<file path="config.mk">
export PLATFORM = sky130hd
export DESIGN_NAME = tmr_clk_sel
export DESIGN_NICKNAME = d
export VERILOG_FILES = /design/src/rtl/tmr_clk_sel.sv
export SDC_FILE = /design/constraint.sdc
export NUM_CORES = 1
export LEC_CHECK = 0
export BUFFER_PORTS_ARGS = -buffer_cell sky130_fd_sc_hd__clkbuf_2
export CORE_MARGIN = 2
export CORE_UTILIZATION = 50
export DETAILED_ROUTE_END_ITERATION = 10
export MAX_ROUTING_LAYER = met4
export PLACE_DENSITY = 0.73
export SLEW_MARGIN = 15
export SYNTH_ARGS = -nofsm -noshare
export SYNTH_HDL_FRONTEND = slang
export SYNTH_SLANG_ARGS = --single-unit
</file>
<file path="constraint.sdc">
create_clock -name clk_i -period 6.8 [get_ports clk_i]
set_input_delay 0.34 -clock clk_i [delete_from_list [all_inputs] [get_ports clk_i]]
set_output_delay 0.34 -clock clk_i [all_outputs]
set_load 0.02 [all_outputs]
</file>
<file path="src/rtl/tmr_clk_sel.sv">
module tmr_clk_sel #(
  parameter int CNT_W = 16,
  parameter int FLT_W = 4
) (
  input  logic             clk_i,
  input  logic             rst_ni,
  input  logic [3:0]       int_trig_i,
  input  logic             cap_a_i,
  input  logic             cap_b_i,
  input  logic             ext_trig_i,
  input  logic [FLT_W-1:0] flt_a_cfg_i,
  input  logic [FLT_W-1:0] flt_b_cfg_i,
  input  logic [FLT_W-1:0] flt_ext_cfg_i,
  input  logic [2:0]       slave_mode_i,
  input  logic [2:0]       trig_sel_i,
  input  logic             edge_pol_i,
  input  logic             ext_direct_en_i,
  input  logic             cnt_en_i,
  input  logic             dir_down_i,
  input  logic             upd_gen_i,
  input  logic [CNT_W-1:0] reload_i,
  output logic             tick_o,
  output logic [CNT_W-1:0] count_o
);
  localparam int NCH = 3;
  localparam int CH_A = 0;
  localparam int CH_B = 1;
  localparam int CH_X = 2;
  localparam logic [2:0] MODE_INT = 3'b000;
  localparam logic [2:0] MODE_EDGE = 3'b111;
  localparam logic [2:0] SEL_A_BOTH = 3'b100;
  localparam logic [2:0] SEL_A = 3'b101;
  localparam logic [2:0] SEL_B = 3'b110;
  localparam logic [2:0] SEL_X = 3'b111;

  logic [NCH-1:0]       pin_raw;
  logic [NCH*FLT_W-1:0] pin_cfg;
  logic [NCH-1:0]       filt, filt_d, rise, fall;
  logic [3:0]           trig_d, trig_rise;
  logic                 src, tick_c, tick_q;
  logic [CNT_W-1:0]     count_q;

  assign pin_raw = {ext_trig_i, cap_b_i, cap_a_i};
  assign pin_cfg = {flt_ext_cfg_i, flt_b_cfg_i, flt_a_cfg_i};

  for (genvar g = 0; g < NCH; g++) begin : g_pin
    logic             s1, s2, lvl, lvl_d;
    logic [FLT_W-1:0] run;
    always_ff @(posedge clk_i or negedge rst_ni) begin
      if (!rst_ni) begin
        s1 <= 1'b0;
        s2 <= 1'b0;
        lvl <= 1'b0;
        lvl_d <= 1'b0;
        run <= '0;
      end else begin
        s1 <= pin_raw[g];
        s2 <= s1;
        lvl_d <= lvl;
        if (s2 == lvl) begin
          run <= '0;
        end else if (run == pin_cfg[g*FLT_W +: FLT_W]) begin
          lvl <= s2;
          run <= '0;
        end else begin
          run <= run + 1'b1;
        end
      end
    end
    assign filt[g] = lvl;
    assign filt_d[g] = lvl_d;
  end

  assign rise = filt & ~filt_d;
  assign fall = ~filt & filt_d;

  always_ff @(posedge clk_i or negedge rst_ni) begin
    if (!rst_ni) trig_d <= '0;
    else         trig_d <= int_trig_i;
  end
  assign trig_rise = int_trig_i & ~trig_d;

  always_comb begin
    src = 1'b0;
    if (ext_direct_en_i) begin
      src = rise[CH_X];
    end else if (slave_mode_i == MODE_INT) begin
      src = 1'b1;
    end else if (slave_mode_i == MODE_EDGE) begin
      case (trig_sel_i)
        SEL_A_BOTH: src = rise[CH_A] | fall[CH_A];
        SEL_A:      src = edge_pol_i ? fall[CH_A] : rise[CH_A];
        SEL_B:      src = edge_pol_i ? fall[CH_B] : rise[CH_B];
        SEL_X:      src = rise[CH_X];
        default:    src = trig_rise[trig_sel_i[1:0]];
      endcase
    end
  end

  assign tick_c = cnt_en_i & src;

  always_ff @(posedge clk_i or negedge rst_ni) begin
    if (!rst_ni) begin
      tick_q <= 1'b0;
      count_q <= '0;
    end else begin
      tick_q <= tick_c;
      if (upd_gen_i) begin
        count_q <= dir_down_i ? reload_i : '0;
      end else if (tick_c) begin
        if (dir_down_i) count_q <= (count_q == '0) ? reload_i : count_q - 1'b1;
        else            count_q <= (count_q >= reload_i) ? '0 : count_q + 1'b1;
      end
    end
  end

  assign tick_o = tick_q;
  assign count_o = count_q;

  a_r2_no_tick_when_off: assert property (@(posedge clk_i) disable iff (!rst_ni)
    !cnt_en_i |=> !tick_o);
  a_r2_internal_every_cycle: assert property (@(posedge clk_i) disable iff (!rst_ni)
    (cnt_en_i && !ext_direct_en_i && slave_mode_i == MODE_INT) |=> tick_o);
  a_r10_idle_modes_silent: assert property (@(posedge clk_i) disable iff (!rst_ni)
    (!ext_direct_en_i && slave_mode_i != MODE_INT && slave_mode_i != MODE_EDGE) |=> !tick_o);
  a_r3_moves_only_on_tick: assert property (@(posedge clk_i) disable iff (!rst_ni)
    (count_o != $past(count_o)) |-> (tick_o || $past(upd_gen_i)));
  a_r4_update_up: assert property (@(posedge clk_i) disable iff (!rst_ni)
    (upd_gen_i && !dir_down_i) |=> count_o == '0);
  a_r4_update_down: assert property (@(posedge clk_i) disable iff (!rst_ni)
    (upd_gen_i && dir_down_i) |=> count_o == $past(reload_i));
endmodule

</file>
* Word level (Yosys, flattened, before mapping) *
Cells that the tools add are included.
Widths: inputs -> output; s select.

word-level totals
  bits in registers = 45
  input bits = 48
  output and inout bits = 17
  logic and storage cells = 73

operators by class
  add/sub/neg operators = 5
  magnitude comparators = 2
  equality and inequality tests = 11
  multiplexer cells = 20
  bitwise gates (word level) = 11
  reductions and logical operators = 6

operators by type and width
  kind                   number
  $mux 16                6
  $mux 4                 6
  $add 16x1->16 const B  1
  $ge 16x16->1           1
  $logic_not 16->1       1
  $sub 16x1->16 const B  1
  $eq 3x3->1 const B     5
  $add 4x1->4 const B    3
  $eq 4x4->1             3
  $mux 1                 6
  $reduce_and 2->1       3
  $and 4x4->4            1
  $not 4->4              1
  $pmux 1 s4             1
  $and 3x3->3            1
  $eq 1x1->1             3
  $logic_not 3->1        1
  $lt 2x3->1 const B     1
  $not 1->1              3
  $not 3->3              1
  $and 2x2->2            1
  $bmux 1 s2             1
  $not 2->2              1
  $reduce_bool 2->1      1
  2 further kinds        2

* Longest topological paths before layout *
Gate-level depths: netlist (run 1).

  depth after elaboration = 11
  depth in mapped cells = 9
  mapped depth without buffers = 8

* Worst setup path after synthesis (run 1) *
No wires, ideal clock.

  path kind = reg-to-reg
  start = register count_q[0], in the netlist count_o[0]
  end = register count_q[0], in the netlist count_o[0]
  setup time = 0.096 ns
  arrival = 2.293 ns
  data required time = 6.704 ns
  slack = 4.411 ns
  stages on the path, launching flop included = 10
  path buffers = 1
  clock period less this slack = 2.389 ns
  cell sequence = dfrtp_1 > inv_1 > ha_1 > and3_1 > o21ai_0 > a311oi_2 > nor4_2 > clkbuf_1 > nor2_1 > o31ai_1

between the ends
  word-level cells in the longest chain between the ends = 5
  elaborated cells on any way between the ends = 9
  classes of those cells = add/sub (2); order compare (1); mux (5); reduce/logical (1)

ends and longest elaborated chain
  item                                   line      text
  from (decl)                            41        logic [CNT_W-1:0] count_q;
  from (signal assigned)                 109       count_q <= dir_down_i ? reload_i : '0;
  from (signal assigned)                 111       if (dir_down_i) count_q <= (count_q == '0) ? reload_i : count_q - 1'b1;
  from (signal assigned)                 112       else count_q <= (count_q >= reload_i) ? '0 : count_q + 1'b1;
  $add 16x1->16 (tied with other cells)  112
  $mux 16, on equally long branches      112, 111
  $mux 16 *                              111
  $mux 16 *                              110       end else if (tick_c) begin
  $mux 16 *                              108       if (upd_gen_i) begin

Mark *: on every way between the ends. The rest lies on a longest branch, timed or not. The select of a mux whose other input is x is not followed.
A chain may end at the register's enable or synchronous reset.

* Final worst setup path (run 1) *
  start = register count_q[0], in the netlist count_o[0]
  end = register count_q[6], in the netlist count_o[6]

Same word-level chain as after synthesis.

==> metrics.yaml, run 1 <==
status: "complete, no violations"
clk_latency_ns: 0.31
max_cap_violations: 0
h-tree-depth: 2
rows: 30
arrival_ns: 3.07
crit_slowest_cell: "nor3_1"
area_growth_pct: 13.2
ys_ff_latch: 45
slew_violations: 0
ir_worst_vdd_mv: 0.134
worstSetupStartpointType: "flop"
drt_wl_total_um: 8690
grt-ovfl-total: 0
yosysWarnings: 0
ys_seq_area_frac: 0.320
clkTransAtPathRegs_ns: 0.10
grt_pass1_vias: 2861
synth_ff_type: "dfrtp_1"
worstMarginPinSlew_ns: 1.00
diodes: 0
cts_hold_buf: 0
cts_buffers: 5
initial_utilization: 0.519
end_kind: "flop"
use_met1: 0.340
rsz0062_at_grt: "no"
syn_avg_cell_area_um2: 8.81
critPathCapture: "count_o[6]"
antenna_found_initial: 0
final_layout_size_suffix_gt1_frac: 0.204
reg2reg_setup_slack_ns: 3.95
cts_sinks: 45
synth_top_area_share: 0.320
fin_util: 0.587
ant_nets: 0
startpoint: "count_o[0]"
path_max_fanout: 9
fmax_ghz: 0.350
post_cts_resize_count: 0
crit_type: "reg2reg"
skew_ns: 0.0127
num-fill-cells: 590
grt_pass1_wl_um: 14200
gp_congestion: 0.952
grt_max_degree: 46
grt_use_met2: 0.375
syn_area_mm2: 0.00352
dr.pass1.iters: 5
die_w_um: 87.9
vias: 3214
synth.distinct_cells: 66
critPathRequiredTime_ns: 7.01
cpPeakStageDelay_ns: 0.83
synth_area_leaders: "dfrtp_1 (32%), ha_1 (8.5%), xor2_1 (5.5%), xnor2_1 (4.2%), inv_1 (3.6%)"
drc: 0
syn-num-nets: 472
fin_tns_setup_ns: 0
syn_inst: 400
top_usage_layer: "met2"
hpwl_um: 6320
hold_viol: 0
nets: 523
p_per_area_mw_per_mm2: 266
post_cts_buffers: 0
synth_top_area_cell: "dfrtp_1"
tritoncts: "built"
wl_per_cell_um: 15.9
clock-root-buffer: "clkbuf_8"
synth_async_sr_flop_share: 1.00
via_per_inst: 5.86
synth_edf_count: 0
grtUsageTotal: 0.244
cp_cell_sequence: "inv_1 > ha_1 > and3_1 > o21ai_0 > a311oi_2 > nor3_1 > a211oi_1 > o32ai_1"
r2r_start: "count_o[0]"
setup_viol: 0
io_pins: 65
placeableCoreArea_mm2: 0.00679
post-route-period-util: 0.420
min_period_ns: 2.85
first_iter_violations: 246
numPortBuffers: 64
hp-class: "in2async"
dieArea_mm2: 0.00773
r2r_end: "count_o[6]"
r2r_cells: 8
fp.dieH_um: 87.9
slew_headroom: 0.327
leakagePower_uw: 0.00184
grt_use_met3: 0.0311
max-clock-path-buffers: 2
-- cell usage after synthesis (3+ instances only) --
cell      number
nand4_1        7
and3_1         7
buf_6          3
o22ai_1        7
nor2b_1        5
clkbuf_1      12
o21a_1         3
xor2_1        22
nor2_1        29
nor3b_1        3
ha_1          24
a21oi_1       25
a32oi_1        3
nand2b_1       4
nand2_1       29
a22o_1         3
or3_1          4
dfrtp_1       45
nor4_4         3
nor3_1         9
buf_2          6
nand3_1       17
xnor2_1       17
o21ai_0       16
inv_1         34
o211ai_1       8
nor4_1         4
a22oi_1        5
and4_1         3
a21boi_1       5
-- stage by stage --
step | total power (uW) | instances | worst slack, ns | cell area (um2) | hold slack, ns
floorplan | 726 | 400 | 4.41 | 3520 | 0.0444
CTS | 1060 | 548 | 3.90 | 3980 | 0.126
global placement | 825 | 540 | 4.01 | 3860 | 0.333
finish | 1060 | 548 | 3.95 | 3990 | 0.108
global route | 1140 | 548 | 3.72 | 3990 | 0.125
detailed placement | 839 | 540 | 3.92 | 3860 | 0.336
-- worst max-delay path, delay by kind of cell, from the launching register on --
kind,cells,cell delay (ns)
and+or+nand+nor,2,0.96
AOI/OAI and AO/OA,4,0.83
DFF,1,0.51
adders and majority gates,1,0.29
buffers and inverters,1,0.15
-- layout make-up --
cell class / instances / area, um2 / area share
Tap cell: 96 / 120 / 0.0301
Inverter: 35 / 131 / 0.0329
Timing Repair Buffer: 65 / 328 / 0.0822
Sequential cell: 45 / 1130 / 0.282
Multi-Input combinational cell: 299 / 2170 / 0.543
Clock buffer: 5 / 68.8 / 0.0172
Clock inverter: 3 / 50.0 / 0.0125
-- power breakdown --
group | switching, uW | internal, uW
logic | 236 | 180
registers | 95.7 | 325
clock network | 110 | 113
total | 442 | 618
-- placed cells by master (no fill, tap or decap), drive strengths merged, types with 3 or more instances in the layout --
cell | netlist | final
nor2b | 5 | 5
nor4 | 8 | 8
xnor2 | 17 | 17
nand4 | 7 | 7
nor2 | 29 | 29
o22ai | 7 | 7
and3 | 7 | 7
or3 | 4 | 4
a32oi | 3 | 3
ha | 24 | 24
inv | 35 | 36
and4 | 3 | 3
a21oi | 26 | 26
clkbuf | 12 | 69
dfrtp | 45 | 45
xor2 | 22 | 22
nand2b | 4 | 4
a22o | 3 | 3
o21a | 3 | 3
a21boi | 5 | 5
nor3b | 3 | 3
a22oi | 5 | 5
nor3 | 10 | 10
o211ai | 9 | 9
nand2 | 29 | 29
nand3 | 17 | 17
o21ai | 17 | 17
-- sequential cells by signal (all words and copies together) (netlist names) --
register     flops
trig_d           4
count_o         16
tick_o           1
g_pin.s2         3
g_pin.lvl        3
g_pin.run       12
g_pin.lvl_d      3
g_pin.s1         3
-- kinds of logic (layout without fill, tap and decap cells) --
| family | count (synthesis) | in the layout | synth area share |
|---|---|---|---|
| DFF | 45 | 45 | 0.320 |
| xor gates and xnor gates | 39 | 39 | 0.0969 |
| adders and majority gates | 24 | 24 | 0.0852 |
| buffers and inverters | 56 | 108 | 0.0682 |
| and+or+nand+nor | 134 | 134 | 0.214 |
| muxes | 3 | 3 | 0.00923 |
| AOI/OAI and AO/OA | 99 | 99 | 0.207 |
-- how the worst min path moves through the flow --
stage	slack (ns)	startpoint	end	depth (start not counted)
after CTS	0.13	rst_ni	count_o[0]	2
after floorplan	0.04	rst_ni	count_o[0]	0
final	0.11	rst_ni	g_pin[2].run[2]	2
after global placement	0.33	g_pin[0].s1	g_pin[0].s2	0
after global routing	0.12	ext_trig_i	g_pin[2].s1	1
after detailed placement	0.34	g_pin[1].s1	g_pin[1].s2	0
-- metal layers --
metal	part of all wire	wire, um
met1	0.46	4000
met2	0.47	4070
met3	0.054	473
met4	0.018	153
met5	0	0
Note: power is estimated with default switching activity, not from simulation.
==> run 2: changes to the inputs <==
Clock period 6.8 ns to 2.8 ns, I/O delays scaled along.
==> run 2 against run 1 <==
Compared with the run above:
- clock power grew 100%
- final area increased by 3.2%
- via count grew 3.3%
- register-to-register slack worse by 3.7 ns
- highest routed layer unchanged
- sequential share of layout area fell by 0.87 points
- combinational power rose to 2.7 times the previous value
- clock skew shrank 0.0071 ns
- routed wire length is 4.1% higher
- largest cell class unchanged
- first-iteration DRC count shrank 22%
- global-route usage up 0.64 points
- die area stayed put
==> metrics.yaml, run 2 (same netlist as run 1, synthesis figures left out) <==
grt_pass1_vias: 3066  # was 2861
via_per_inst: 5.86  # about the same
area_growth_pct: 16.8  # was 13.2%
placeableCoreArea_mm2: 0.00679  # unchanged
max-clock-path-buffers: 2  # unchanged
r2r_cells: 8  # unchanged
final_cell_mix: "clkbuf_2 (64), dfrtp_1 (45), inv_1 (34)"  # unchanged
slew_violations: 0  # unchanged
hp-start: "reload_i[15]"
setup_viol: 0  # unchanged
hold_end: "count_o[15]"
wl_per_cell_um: 16.0  # was 15.9 um
hold_viol: 0  # unchanged
hold_ws_ns: 0.0987  # was 0.108 ns
status: "complete, no violations"  # unchanged
fp.dieH_um: 87.9  # unchanged
h-tree-depth: 2  # unchanged
fin_util: 0.606  # was 0.587
largest_reg_flops: 16  # unchanged
first_iter_violations: 191  # was 246
hp-class: "in2reg"  # was in2async
post_cts_resize_count: 0  # unchanged
cts_sinks: 45  # unchanged
vias: 3319  # was 3214
skew_ns: 0.00560  # was 0.0127 ns
leakagePower_uw: 0.00191  # was 0.00184 uW
worstMarginPinSlew_ns: 0.769  # was 1.00 ns
reg2reg_setup_slack_ns: 0.29  # was 3.95 ns
die_w_um: 87.9  # unchanged
cts_buffers: 5  # unchanged
hpwl_um: 6760  # was 6320 um
drc: 0  # unchanged
cp_cell_sequence: "ha_1 > nand4_1 > or3_1 > a311oi_2 > nor3_1 > buf_4 > nor2b_1 > o31a_1"  # was inv_1 > ha_1 > and3_1 > o21ai_0 > a311oi_2 > nor3_1 > a211oi_1 > o32ai_1
gp_congestion: 1.04  # was 0.952
r2r_start: "count_o[15]"  # was count_o[0]
rsz0062_at_grt: "no"  # unchanged
grt_pass1_wl_um: 14800  # was 14200 um
clk_latency_ns: 0.30  # was 0.31 ns
critPathRequiredTime_ns: 2.99  # was 7.01 ns
dieArea_mm2: 0.00773  # unchanged
end_kind: "flop"  # unchanged
io_pins: 65  # unchanged
worstSetupStartpointType: "flop"  # unchanged
placed_cell_area_mm2: 0.00394  # was 0.00386 mm2
final_common_cell: "clkbuf_2"  # unchanged
crit_type: "reg2reg"  # unchanged
nets: 541  # was 523
r2r_end: "count_o[8]"  # was count_o[6]
design_area_mm2: 0.00412  # was 0.00399 mm2
min_period_ns: 2.51  # was 2.85 ns
fmax_ghz: 0.398  # was 0.350 GHz
rows: 30  # unchanged
ir_worst_vdd_mv: 0.311  # was 0.134 mV
grtUsageTotal: 0.250  # was 0.244
numPortBuffers: 64  # unchanged
clock-root-buffer: "clkbuf_8"  # unchanged
max_cap_violations: 0  # unchanged
p_per_area_mw_per_mm2: 618  # was 266 mW/mm2
cpPeakStageDelay_ns: 0.48  # was 0.83 ns
antenna_found_initial: 0  # unchanged
drt_wl_total_um: 9050  # was 8690 um
grt_max_degree: 27  # was 46
initial_utilization: 0.519  # unchanged
dr.pass1.iters: 4  # was 5
tritoncts: "built"  # unchanged
hold_path_depth: 3
diodes: 0  # unchanged
fin_tns_setup_ns: 0  # unchanged
clkTransAtPathRegs_ns: 0.10  # about the same
post-route-period-util: 0.897  # was 0.420
grt-ovfl-total: 0  # unchanged
slew_headroom: 0.487  # was 0.327
arrival_ns: 2.70  # was 3.07 ns
path_max_fanout: 7  # was 9
final_layout_size_suffix_gt1_frac: 0.217  # was 0.204
ant_nets: 0  # unchanged
crit_slowest_cell: "dfrtp_1"  # was nor3_1
-- run 2: report_power, final --
| part | internal, uW | leakage [uW] | total [uW] | switching [uW] |
|---|---|---|---|---|
| combinational | 477 | 0.00130 | 1110 | 638 |
| sequential | 791 | 0.000564 | 979 | 188 |
| clock | 204 | 0.0000478 | 451 | 247 |
| total | 1470 | 0.00191 | 2550 | 1070 |
-- run 2: how the worst max path moves through the flow --
stage,startpoint,to,slack (ns)
after floorplan,count_o[0],count_o[0],0.41
after global placement,count_o[15],count_o[8],0.40
final,count_o[15],count_o[8],0.29
after CTS,count_o[15],count_o[8],0.31
after global routing,count_o[0],count_o[6],0.02
after detailed placement,count_o[15],count_o[8],0.32
-- run 2: stage by stage --
step                      setup slack (ns)  total power [uW]  cells
after floorplan                      0.411              1760    400
after global placement               0.403              2050    550
after detailed placement             0.316              2090    550
after CTS                            0.306              2540    566
after global routing                0.0242              2740    566
final                                0.288              2550    566
-- run 2: timing repair --
item                      4_1_cts  5_1_grt
hold endpoints to repair       26        0
setup buffers                   0        0
hold buffers                    8        0
-- run 2: area by class of cell --
type                    instances  area (um2)
clock inverters                 2        16.3
flip-flops and latches         45        1130
repair buffers                 83         483
multi-input cells             299        2160
fillers                       605        2680
inverters                      35         131
clock buffers                   6        82.6
well taps                      96         120
-- run 2: critical path, delay by kind of cell (launching register included) --
family | cells | cell delay, ns
fa+ha+maj | 1 | 0.36
simple gates | 4 | 0.83
compound gates | 2 | 0.56
flops | 1 | 0.48
buf+inv | 1 | 0.18
-- run 2: layer usage --
metal	share of wire	GRT usage	vias up
met5	0	-	-
met4	0.013	0.0545	0
met3	0.059	0.0330	13
met2	0.49	0.421	133
met1	0.43	0.323	1599
li1	-	-	1574
==> run 3: changes to the inputs <==
Settings changed: CORE_MARGIN 2 to 5, PLACE_DENSITY 0.73 to 0.81.
==> run 3 against run 2 <==
Compared with the run above:
- worst hold slack lost 0.011 ns
- power shrank 0.22%
- clock skew grew 0.0027 ns
- final area shrank 0.40%
- highest routed layer unchanged
- final cell count shrank 0.18%
- largest cell class unchanged
- via count shrank 0.81%
- non-clock buffer count shrank 1
- register-to-register slack lost 0.04 ns
==> metrics.yaml, run 3 (same netlist as run 1, synthesis figures left out) <==
status: "complete, no violations"  # unchanged
setup_ws_ns: 0.251  # was 0.288 ns
pre_cts_ws_ns: 0.329  # was 0.316 ns
design_area_mm2: 0.00410  # was 0.00412 mm2
r2r_start: "count_o[15]"  # unchanged
final_cell_mix: "clkbuf_2 (64), dfrtp_1 (45), inv_1 (34)"  # unchanged
hold_viol: 0  # unchanged
crit_type: "reg2reg"  # unchanged
nets: 540  # was 541
slew_violations: 0  # unchanged
clkTransAtPathRegs_ns: 0.10  # about the same
fin_tns_setup_ns: 0  # unchanged
slew_headroom: 0.506  # was 0.487
antenna_found_initial: 0  # unchanged
hold_path_depth: 3  # unchanged
setup_viol: 0  # unchanged
hold_end: "count_o[15]"  # unchanged
final_common_cell: "clkbuf_2"  # unchanged
placed_cell_area_mm2: 0.00393  # was 0.00394 mm2
r2r_end: "count_o[1]"  # was count_o[8]
drc: 0  # unchanged
grt_max_degree: 25  # was 27
grt_pass1_vias: 3250  # was 3066
fp.dieH_um: 93.9  # was 87.9 um
io_pins: 65  # unchanged
die_w_um: 93.9  # was 87.9 um
placeableCoreArea_mm2: 0.00683  # was 0.00679 mm2
max_cap_violations: 0  # unchanged
grt-ovfl-total: 0  # unchanged
post-route-period-util: 0.910  # was 0.897
leakagePower_uw: 0.00190  # was 0.00191 uW
max-clock-path-buffers: 2  # unchanged
grtUsageTotal: 0.235  # was 0.250
drt_wl_total_um: 9440  # was 9050 um
path_max_fanout: 14  # was 7
hp-start: "reload_i[15]"  # unchanged
ir_worst_vdd_mv: 0.360  # was 0.311 mV
rsz0062_at_grt: "no"  # unchanged
final_layout_size_suffix_gt1_frac: 0.215  # was 0.217
rows: 30  # unchanged
grt_pass1_wl_um: 15900  # was 14800 um
area_growth_pct: 16.4  # was 16.8%
dieArea_mm2: 0.00883  # was 0.00773 mm2
post_cts_resize_count: 0  # unchanged
min_period_ns: 2.55  # was 2.51 ns
fin_util: 0.600  # was 0.606
ant_nets: 0  # unchanged
p_per_area_mw_per_mm2: 619  # was 618 mW/mm2
largest_reg_flops: 16  # unchanged
dr.pass1.iters: 5  # was 4
worstSetupStartpointType: "flop"  # unchanged
vias: 3292  # was 3319
diodes: 0  # unchanged
hp-class: "in2reg"  # unchanged
initial_utilization: 0.516  # was 0.519
numPortBuffers: 64  # unchanged
fmax_ghz: 0.392  # was 0.398 GHz
cts_buffers: 5  # unchanged
reg2reg_setup_slack_ns: 0.25  # was 0.29 ns
clock-root-buffer: "clkbuf_8"  # unchanged
gp_congestion: 0.942  # was 1.04
h-tree-depth: 2  # unchanged
hpwl_um: 7080  # was 6760 um
worstMarginPinSlew_ns: 0.739  # was 0.769 ns
arrival_ns: 2.73  # was 2.70 ns
via_per_inst: 5.83  # was 5.86
first_iter_violations: 327  # was 191
cts_sinks: 45  # unchanged
tritoncts: "built"  # unchanged
skew_ns: 0.00826  # was 0.00560 ns
critPathRequiredTime_ns: 2.98  # was 2.99 ns
end_kind: "flop"  # unchanged
wl_per_cell_um: 16.7  # was 16.0 um
clk_latency_ns: 0.31  # was 0.30 ns
r2r_cells: 8  # unchanged
==> run 3: through the flow <==
| stage | cells | total power [uW] | hold slack [ns] |
|---|---|---|---|
| finish | 565 | 2540 | 0.0875 |
| global route | 565 | 2740 | 0.103 |
| CTS | 565 | 2540 | 0.0933 |
| detailed placement | 549 | 2100 | 0.189 |
| global placement | 549 | 2050 | 0.191 |
| floorplan | 400 | 1760 | -0.156 |
==> run 3: power by group <==
group | leakage, uW | switching, uW | total, uW | internal [uW]
Clock | 0.0000445 | 256 | 434 | 178
Combinational | 0.00129 | 644 | 1120 | 477
Sequential | 0.000564 | 193 | 985 | 791
Total | 0.00190 | 1090 | 2540 | 1450
==> run 3: how the worst max path moves through the flow <==
stage | cells past startpoint | from | slack, ns | end
floorplan | 9 | count_o[0] | 0.41 | count_o[0]
global placement | 8 | count_o[15] | 0.44 | count_o[1]
detailed placement | 8 | count_o[15] | 0.33 | count_o[1]
CTS | 8 | count_o[15] | 0.32 | count_o[1]
global route | 8 | count_o[15] | 0.16 | count_o[1]
finish | 8 | count_o[15] | 0.25 | count_o[1]
==> run 3: final cells by class <==
cell class              count  area, um2
clock buffers               5       68.8
clock inverters             3       21.3
fillers                   611       2730
inverters                  35        131
multi-input cells         299       2160
flip-flops and latches     45       1130
well taps                  96        120
repair buffers             82        475
==> run 3: repair_timing <==
item,in CTS,in global routing
hold buffers,8,0
setup buffers,0,0
hold endpoints to repair,30,0
==> run 3: critical path: stages (launching register included) <==
cell	delay [ns]
dfrtp_1	0.49
ha_1	0.36
nand4_1	0.15
or3_1	0.45
a311oi_2	0.27
nor4_2	0.08
buf_4	0.21
a221oi_1	0.32
a21oi_1	0.07
==> run 3: routing by layer <==
layer,up-vias,wire (um),track usage
met2,117,4620,0.375
met1,1581,4120,0.300
met4,0,193,0.0951
met3,20,512,0.0337
met5,-,0,-
li1,1574,-,-
